[config.mk]
export PLATFORM = sky130hd
export DESIGN_NAME = loc_arb
export DESIGN_NICKNAME = d
export VERILOG_FILES = /design/src/rtl/loc_arb_pkg.sv /design/src/rtl/loc_sel_reg.sv /design/src/rtl/loc_prio_pick.sv /design/src/rtl/loc_own_core.sv /design/src/rtl/loc_acc_view.sv /design/src/rtl/loc_arb.sv
export SDC_FILE = /design/constraint.sdc
export NUM_CORES = 1
export LEC_CHECK = 0
export BUFFER_PORTS_ARGS = -buffer_cell sky130_fd_sc_hd__buf_2
export CAP_MARGIN = 5
export CORE_UTILIZATION = 35
export DETAILED_ROUTE_END_ITERATION = 10
export PLACE_DENSITY = 0.51
export SLEW_MARGIN = 20
export SYNTH_ARGS = -nofsm -noshare
export SYNTH_HDL_FRONTEND = slang
export SYNTH_HIERARCHICAL = 1
export SYNTH_SLANG_ARGS = --single-unit
[constraint.sdc]
create_clock -name clk -period 3.4 [get_ports clk]
set_input_delay 0.34 -clock clk [delete_from_list [all_inputs] [get_ports clk]]
set_output_delay 0.34 -clock clk [all_outputs]
set_load 0.1 [all_outputs]
[src/rtl/loc_arb_pkg.sv]
package loc_arb_pkg;
  localparam int DEF_NUM_LOC = 5;
  localparam int DATA_W      = 8;

  // Access byte field positions
  localparam int B_REGOK  = 7;
  localparam int B_OWNER  = 5;
  localparam int B_LOST   = 4;
  localparam int B_FORCE  = 3;
  localparam int B_PEND   = 2;
  localparam int B_WAIT   = 1;
  localparam int B_ESTAB  = 0;

  typedef enum logic {
    TGT_ACCESS = 1'b0,
    TGT_LOCSEL = 1'b1
  } reg_tgt_e;
endpackage

[src/rtl/loc_sel_reg.sv]
module loc_sel_reg
  import loc_arb_pkg::*;
#(
  parameter int NUM_LOC = DEF_NUM_LOC,
  localparam int LW = $clog2(NUM_LOC)
) (
  input  logic              clk,
  input  logic              rst_n,
  input  logic              we,
  input  logic [DATA_W-1:0] wdata,
  output logic [LW-1:0]     sel
);
  logic [LW-1:0] sel_q;
  logic          in_range;
  logic          sel_en;

  always_comb begin
    in_range = (int'(wdata) < NUM_LOC);
    sel_en   = we && in_range;
  end

  always_ff @(posedge clk or negedge rst_n) begin
    if (!rst_n)      sel_q <= '0;
    else if (sel_en) sel_q <= wdata[LW-1:0];
  end

  assign sel = sel_q;

  // out-of-range select value leaves the register untouched
  a_r2_bad_sel_kept: assert property (@(posedge clk) disable iff (!rst_n)
    (we && int'(wdata) >= NUM_LOC) |=> $stable(sel_q));
endmodule

[src/rtl/loc_prio_pick.sv]
module loc_prio_pick #(
  parameter int N = 5,
  localparam int W = $clog2(N)
) (
  input  logic [N-1:0] req,
  output logic         found,
  output logic [W-1:0] idx
);
  always_comb begin
    found = 1'b0;
    idx   = '0;
    for (int i = 0; i < N; i++) begin
      if (req[i]) begin
        found = 1'b1;
        idx   = W'(i);
      end
    end
  end
endmodule

[src/rtl/loc_own_core.sv]
module loc_own_core
  import loc_arb_pkg::*;
#(
  parameter int NUM_LOC = DEF_NUM_LOC,
  localparam int LW = $clog2(NUM_LOC)
) (
  input  logic               clk,
  input  logic               rst_n,
  input  logic               acc_we,
  input  logic [DATA_W-1:0]  wdata,
  input  logic [LW-1:0]      loc,
  output logic               own_v,
  output logic [LW-1:0]      own_loc,
  output logic [NUM_LOC-1:0] wait_o,
  output logic [NUM_LOC-1:0] lost_o
);
  logic               own_v_q,  own_v_d;
  logic [LW-1:0]      own_q,    own_d;
  logic [NUM_LOC-1:0] wait_q,   wait_d;
  logic [NUM_LOC-1:0] lost_q,   lost_d;
  logic               pick_found;
  logic [LW-1:0]      pick_idx;
  logic               is_owner;

  loc_prio_pick #(.N(NUM_LOC)) u_pick (
    .req   (wait_q),
    .found (pick_found),
    .idx   (pick_idx)
  );

  assign is_owner = own_v_q && (own_q == loc);

  // Next state: give-up, then forced takeover, then request
  always_comb begin
    own_v_d = own_v_q;
    own_d   = own_q;
    wait_d  = wait_q;
    lost_d  = lost_q;
    if (wdata[B_LOST]) lost_d[loc] = 1'b0;
    if (wdata[B_OWNER] && is_owner) begin
      own_v_d = pick_found;
      own_d   = pick_found ? pick_idx : own_q;
      if (pick_found) wait_d[pick_idx] = 1'b0;
    end
    if (wdata[B_FORCE] && (!own_v_d || loc > own_d)) begin
      if (own_v_d) lost_d[own_d] = 1'b1;
      own_v_d      = 1'b1;
      own_d        = loc;
      wait_d[loc]  = 1'b0;
    end
    if (wdata[B_WAIT] && !(own_v_d && own_d == loc)) begin
      if (!own_v_d) begin
        own_v_d = 1'b1;
        own_d   = loc;
      end else begin
        wait_d[loc] = 1'b1;
      end
    end
  end

  always_ff @(posedge clk or negedge rst_n) begin
    if (!rst_n) begin
      own_v_q <= 1'b0;
      own_q   <= '0;
      wait_q  <= '0;
      lost_q  <= '0;
    end else if (acc_we) begin
      own_v_q <= own_v_d;
      own_q   <= own_d;
      wait_q  <= wait_d;
      lost_q  <= lost_d;
    end
  end

  assign own_v   = own_v_q;
  assign own_loc = own_v_q ? own_q : '0;
  assign wait_o  = wait_q;
  assign lost_o  = lost_q;

  // the owner never carries its own waiting flag
  a_r9_owner_not_waiting: assert property (@(posedge clk) disable iff (!rst_n)
    own_v_q |-> !wait_q[own_q]);

  // request with no owner is granted on the next clock
  a_r4_idle_grant: assert property (@(posedge clk) disable iff (!rst_n)
    (acc_we && wdata[B_WAIT] && !own_v_q) |=> (own_v_q && own_q == $past(loc)));

  // lone give-up by the owner with nobody waiting frees the window
  a_r5_release_idle: assert property (@(posedge clk) disable iff (!rst_n)
    (acc_we && wdata[B_OWNER] && !wdata[B_FORCE] && !wdata[B_WAIT] &&
     own_v_q && own_q == loc && wait_q == '0) |=> !own_v_q);

  // takeover from a lower number leaves the owner in place
  a_r7_low_force_noop: assert property (@(posedge clk) disable iff (!rst_n)
    (acc_we && wdata[B_FORCE] && own_v_q && loc < own_q) |=>
    (own_v_q && own_q == $past(own_q)));

  // a preempted flag appears only after a takeover write
  a_r7_lost_source: assert property (@(posedge clk) disable iff (!rst_n)
    ((lost_q & ~$past(lost_q)) != '0) |-> $past(acc_we && wdata[B_FORCE]));
endmodule

[src/rtl/loc_acc_view.sv]
module loc_acc_view
  import loc_arb_pkg::*;
#(
  parameter int NUM_LOC = DEF_NUM_LOC,
  localparam int LW = $clog2(NUM_LOC)
) (
  input  logic [LW-1:0]      loc,
  input  logic               own_v,
  input  logic [LW-1:0]      own_loc,
  input  logic [NUM_LOC-1:0] wait_f,
  input  logic [NUM_LOC-1:0] lost_f,
  output logic [DATA_W-1:0]  acc_byte
);
  logic [NUM_LOC-1:0] others;

  for (genvar g = 0; g < NUM_LOC; g++) begin : g_mask
    assign others[g] = wait_f[g] && (LW'(g) != loc);
  end

  always_comb begin
    acc_byte          = '0;
    acc_byte[B_REGOK] = 1'b1;
    acc_byte[B_ESTAB] = 1'b1;
    acc_byte[B_OWNER] = own_v && (own_loc == loc);
    acc_byte[B_LOST]  = lost_f[loc];
    acc_byte[B_PEND]  = |others;
    acc_byte[B_WAIT]  = wait_f[loc];
  end
endmodule

[src/rtl/loc_arb.sv]
module loc_arb
  import loc_arb_pkg::*;
#(
  parameter int NUM_LOC = DEF_NUM_LOC
) (
  input  logic                       clk,
  input  logic                       rst_n,
  input  logic                       wr_en,
  input  logic                       wr_addr,
  input  logic [7:0]                 wr_data,
  input  logic                       rd_addr,
  output logic [7:0]                 rd_data,
  output logic                       active_valid,
  output logic [$clog2(NUM_LOC)-1:0] active_loc
);
  localparam int LW = $clog2(NUM_LOC);

  logic [1:0]         rst_pipe;
  logic               rst_n_i;
  logic [LW-1:0]      sel;
  logic               sel_we, acc_we;
  logic [NUM_LOC-1:0] wait_f, lost_f;
  logic [DATA_W-1:0]  acc_byte;

  always_ff @(posedge clk or negedge rst_n) begin
    if (!rst_n) rst_pipe <= '0;
    else        rst_pipe <= {rst_pipe[0], 1'b1};
  end
  assign rst_n_i = rst_pipe[1];

  assign sel_we = wr_en && (reg_tgt_e'(wr_addr) == TGT_LOCSEL);
  assign acc_we = wr_en && (reg_tgt_e'(wr_addr) == TGT_ACCESS);

  loc_sel_reg #(.NUM_LOC(NUM_LOC)) u_sel (
    .clk   (clk),
    .rst_n (rst_n_i),
    .we    (sel_we),
    .wdata (wr_data),
    .sel   (sel)
  );

  loc_own_core #(.NUM_LOC(NUM_LOC)) u_core (
    .clk     (clk),
    .rst_n   (rst_n_i),
    .acc_we  (acc_we),
    .wdata   (wr_data),
    .loc     (sel),
    .own_v   (active_valid),
    .own_loc (active_loc),
    .wait_o  (wait_f),
    .lost_o  (lost_f)
  );

  loc_acc_view #(.NUM_LOC(NUM_LOC)) u_view (
    .loc      (sel),
    .own_v    (active_valid),
    .own_loc  (active_loc),
    .wait_f   (wait_f),
    .lost_f   (lost_f),
    .acc_byte (acc_byte)
  );

  always_comb begin
    if (reg_tgt_e'(rd_addr) == TGT_LOCSEL) rd_data = {{(8-LW){1'b0}}, sel};
    else                                   rd_data = acc_byte;
  end
endmodule

# Word level (Yosys, flattened, before mapping)
# Index checks and enable logic that the tools add are counted.
# classes
order_cmp,8
n_eq_ne,7
mux,37
bitwise,8
reduce_logical,22
# ops
cell,n
two-way mux 5 bit,8
two-way mux 3 bit,9
logical AND 1 bit,17
bitwise AND 5 bit,3
two-way mux 1 bit,14
"less-than comparator 3 x 4 -> 1 bit, second input constant",3
NOT 5 bit,2
OR 5 bit,2
demux 1 bit (select 3 bit),3
== test 3 bit,3
"greater-or-equal comparator 3 x 1 -> 1 bit, second input constant",3
"less-than comparator 8 x 3 -> 1 bit, second input constant",1
two-way mux 8 bit,1
binary-select mux 1 bit (select 3 bit),2
"!= test 2 x 3 -> 1 bit, first input constant",2
OR reduction 5 bit,1
greater-than comparator 3 bit,1
"!= test 1 x 3 -> 1 bit, first input constant",1
"!= test 3 bit, first input constant",1
nonzero test 3 bit,1
logical NOT 1 bit,2
logical OR 1 bit,1
NOT 1 bit,1
# word_totals
reg_bits,19
in_bits,13
out_inout_bits,12

# Logic depth before layout (Yosys ltp)
# depth
ltp_word,17
mapped_depth,11
ltp_nobuf,11

# Hierarchy
# Netlist, hierarchy kept.
# modules_own_cells
module,n_inst,cells_per_inst,area_per_inst_um2,seq_area_each_um2
loc_own_core,1,139,1228.7,350.3
loc_acc_view,1,32,244.0,0.0
loc_sel_reg,1,14,145.1,75.1
loc_arb,1,13,143.9,50.0
loc_prio_pick,1,8,42.5,0.0

# Worst setup path before layout
# Ideal clock, no wire load.
# synth_path
path_type,register to register
from,register u_core.own_v_q (netlist: u_core/own_v)
to,register u_core.wait_q[3] (netlist: u_core/wait_o[3])
setup_ns,0.067
arrival_time_ns,3.155
required_ns,3.333
path_slack_ns,0.178
path_stages_with_launch,9
period_less_slack_ns,3.222
path_cell_list,dfrtp_1 > nand3_1 > nor4_4 > mux2i_1 > ha_1 > a211o_1 > a21oi_1 > o2111a_2 > a32o_1
# synth_between
elab_chain_len,12
# synth_lines
element,line_no,source
start: declaration,loc_own_core.sv:17,"logic own_v_q, own_v_d;"
start signal: assignment,loc_own_core.sv:68,own_v_q <= own_v_d;
logical AND 1 bit,loc_own_core.sv:31,assign is_owner = own_v_q && (own_q == loc);
logical AND 1 bit,loc_own_core.sv:40,if (wdata[B_OWNER] && is_owner) begin
two-way mux 3 bit or two-way mux 1 bit (tied branches),loc_own_core.sv:40,
greater-than comparator 3 bit or logical NOT 1 bit (tied branches),loc_own_core.sv:45,if (wdata[B_FORCE] && (!own_v_d || loc > own_d)) begin
logical OR 1 bit,loc_own_core.sv:45,
logical AND 1 bit,loc_own_core.sv:45,
two-way mux 3 bit,loc_own_core.sv:45,
== test 3 bit,loc_own_core.sv:51,if (wdata[B_WAIT] && !(own_v_d && own_d == loc)) begin
logical AND 1 bit,loc_own_core.sv:51,
logical NOT 1 bit,loc_own_core.sv:51,
logical AND 1 bit,loc_own_core.sv:51,
two-way mux 5 bit (*),loc_own_core.sv:51,
end signal: assignment,loc_own_core.sv:70,wait_q <= wait_d;
end: declaration,loc_own_core.sv:19,"logic [NUM_LOC-1:0] wait_q, wait_d;"
# Every way passes the cells marked *; elsewhere a longest branch is shown, timed or not.
# A chain may end at the register's enable or synchronous reset.

# Final worst setup path
# layout_path
from,register u_core.wait_q[2] (netlist: u_core/wait_o[2])
to,register u_core.wait_q[2] (netlist: u_core/wait_o[2])
# layout_between
elab_chain_len,16
# layout_lines
element,line_no,source
two-way mux 3 bit (*) (3 in series),loc_prio_pick.sv:13,if (req[i]) begin
via u_core.pick_idx[0],loc_own_core.sv:22,logic [LW-1:0] pick_idx;
less-than comparator 3 x 4 -> 1 bit (not written as such) or greater-or-equal comparator 3 x 1 -> 1 bit (tied branches),loc_own_core.sv:43,if (pick_found) wait_d[pick_idx] = 1'b0;
logical AND 1 bit (not written as such),loc_own_core.sv:43,
two-way mux 1 bit (not written as such),loc_own_core.sv:43,
demux 1 bit (select 3 bit),-,
NOT 5 bit (no line),-,
bitwise AND 5 bit (no line),-,
two-way mux 5 bit,loc_own_core.sv:43,
two-way mux 5 bit,loc_own_core.sv:40,
bitwise AND 5 bit (no line),-,
two-way mux 5 bit,loc_own_core.sv:45,
OR 5 bit (no line),-,
two-way mux 5 bit,loc_own_core.sv:52,if (!own_v_d) begin
two-way mux 5 bit (*),loc_own_core.sv:51,
# The timed path passes the listed nets; every way through them passes the cells marked *.

==> reports/results.ini <==
[setup_path]
crit_fanout = 7
reg2reg_from = u_core/wait_o[2]$_DFFE_PN0P_
critPathArrivalTime_ps = 3230
crit_required_ps = 3600
cp-end-kind = flip-flop
crit_path_start_kind = flip-flop
crit_type = reg -> reg
cp-startpoint = u_core/wait_o[2]$_DFFE_PN0P_
reg2reg_setup_slack_ps = 360

[floorplan]
ios = 25
dieArea_um2 = 5450
die_x_um = 73.8
die_height_um = 73.8
core_um2 = 4850
rows = 25
start_util_pct = 37.2

[layout]
fin_nets = 246
drive_gt1_share_pct = 25.8
diodes = 0
fill_cells = 488
area_growth_syn_to_layout_pct = 12.1

[placement]
gp_congestion = 0.784
dpl.hpwl_um = 3420
io_buffers = 22

[logic_synthesis]
syn_area_um2 = 1800
synth_seq_cells = 19
synthCells = 206
yosysSeqAreaShare_pct = 26.4
async_flop_share_pct = 100
avgSynthCellArea_um2 = 8.76
yosysWarnings = 6
ys_types = 60
ys.flop_type = dfrtp_1
synth-edff-count = 0

[timing]
fin_crit_ps = 3040
min_period_over_period_pct = 89.4
setup_violations = 0
hold_viol = 0
fmax_ghz = 0.329
finalClockSkew_ps = 4.30
worst_pin_slew_ps = 753
tns_ps = 0
rsz0062_at_grt = false
drv_slew = 0
maxSlewHeadroom_pct = 49.8

[cts]
numCtsBuffers = 3
cts_tree = yes
clk_path_buf_depth = 2
clkTransAtPathRegs_ps = 80
cts_resized = 0
clockRootBuffer = clkbuf_8
cts_max_level = 1
post_cts_buffers = 0
cts_sinks = 19
clock_latency_ps = 260

[power]
ir_drop_mv = 0.286
seqPwrFrac_pct = 24.3
power.density_nw_per_um2 = 656
netSwitchingFraction_pct = 52.8
power_switching_mw = 0.700
report.power.total_mw = 1.33
internal_power_mw = 0.626
clockPowerShare_pct = 12.3
leakage_nw = 0.790
p_comb_share_pct = 63.5

[global_route]
grt_pass1_wl_um = 7550
antenna_found_initial = 0
grt_pass1_vias = 1399
grt.total_usage_pct = 18.6
grt_overflow = 0
grt_start_max_net_pins = 22

[run]
maxCapViolCount = 0

[drt]
viasPerCell = 5.41
firstDrtPassIters = 4
post_drt_wl_per_cell_um = 15.4
detail-route-antenna-nets = 0
drc = 0
wl_um = 4560
drt_iter0_drc = 90
dr_total_vias = 1600

[run_status]
status = complete, no violations

[min_path]
min_path_type = reg -> async

## Yosys cell counts, types with 4 or more instances
master	instances	area (um2)
dfrtp_1	19	475
nand3_1	15	75.1
nand2_1	13	48.8
nor2_1	9	33.8
buf_4	8	60.1
inv_1	8	30.0
nand2b_1	8	50.1
nor3_1	8	40.0
nor2b_1	7	43.8
a21oi_1	6	30.0
and2b_2	5	43.8
buf_2	5	25.0
nor3b_1	5	37.5
o21ai_1	5	25.0
a32o_1	4	40.0
and2_1	4	25.0
mux2_2	4	45.0
nand4_1	4	25.0
o21ai_0	4	20.0
## final cells by class
class,instances,area (um2),area share [%]
multi-input combinational,164,1180,58.5
tap,67,83.8,4.15
inverter,8,30.0,1.49
clock buffer,3,41.3,2.04
sequential,19,475,23.5
timing repair buffer,34,203,10.0
clock inverter,1,5.00,0.248
## stage by stage
step	std cells	utilization (%)	area [um2]	hold slack (ps)	setup WS, ps
global route	296	41.7	2020	370	112
finish	296	41.7	2020	314	362
CTS	296	41.7	2020	347	389
global placement	291	40.5	1970	128	477
floorplan	208	-	1810	44.4	178
detailed placement	291	40.5	1970	128	406
## routing by layer
metal / vias up / wire length (um) / GRT usage [%]
li1: 800 / - / -
met1: 750 / 2410 / 29.1
met2: 43 / 1930 / 26.2
met3: 7 / 146 / 1.65
met4: 0 / 72 / 6.62
met5: - / 0 / 0
## placed cells by master (no fill, tap or decap), types with 6 or more instances in the layout
cell and count:
dfrtp_1 19, a21oi_1 6, nor2_1 9, nor3_1 8
inv_1 8, buf_4 11, nor2b_1 7, nand2b_1 8
buf_2 22, nand3_1 15, nand2_1 13
## critical path: stages (launching register included)
cell       delay (ps)
dfrtp_1           440
nand2b_1          180
a21oi_2           270
inv_1             110
nor4_1            350
a2bb2oi_1         300
ha_1              190
inv_1              50
a211o_1           300
a21oi_1           310
o2111a_2          330
a32o_1            140
## registers in the layout, summed over array words and instances (netlist names)
name,flops
rst_pipe,2
u_sel/sel,3
u_core/lost_o,5
u_core/own_q,3
u_core/wait_o,5
u_core/own_v,1
## what timing repair did
item	in CTS	in global routing
endpoints found under the hold margin	2	0
hold buffers	1	0
setup endpoints to repair	0	0
## power groups by stage
stage	logic, mW	clock network, mW	registers [mW]
finish	0.842	0.163	0.322
global route	0.905	0.178	0.329
CTS	0.841	0.171	0.322
floorplan	0.694	0	0.313
global placement	0.842	0	0.328
detailed placement	0.837	0	0.326
## path summary, 6_finish.rpt
path                                                 to  cells after the start
max                        u_core/wait_o[2]$_DFFE_PN0P_                     11
min                         u_core/own_q[2]$_DFFE_PN0P_                      0
max reg2reg                u_core/wait_o[2]$_DFFE_PN0P_                     11
min reg2reg                 u_core/own_q[2]$_DFFE_PN0P_                      0
max in group asynchronous  u_core/wait_o[2]$_DFFE_PN0P_                      0
min in group clk                  rst_pipe[1]$_DFF_PN0_                      0
## cells by family (layout without fill, tap and decap cells)
| group | count (synthesis) | count (layout) | share of synthesized area [%] |
|---|---|---|---|
| other cells | 3 | 5 | 0.624 |
| compound gates | 45 | 45 | 19.5 |
| flops | 19 | 19 | 26.4 |
| mux | 8 | 8 | 6.10 |
| xor+xnor | 8 | 8 | 5.76 |
| fa+ha+maj | 3 | 3 | 2.08 |
| buf+inv | 25 | 46 | 8.46 |
| simple gates | 95 | 95 | 31.1 |
(Power assumes the default switching activity.)
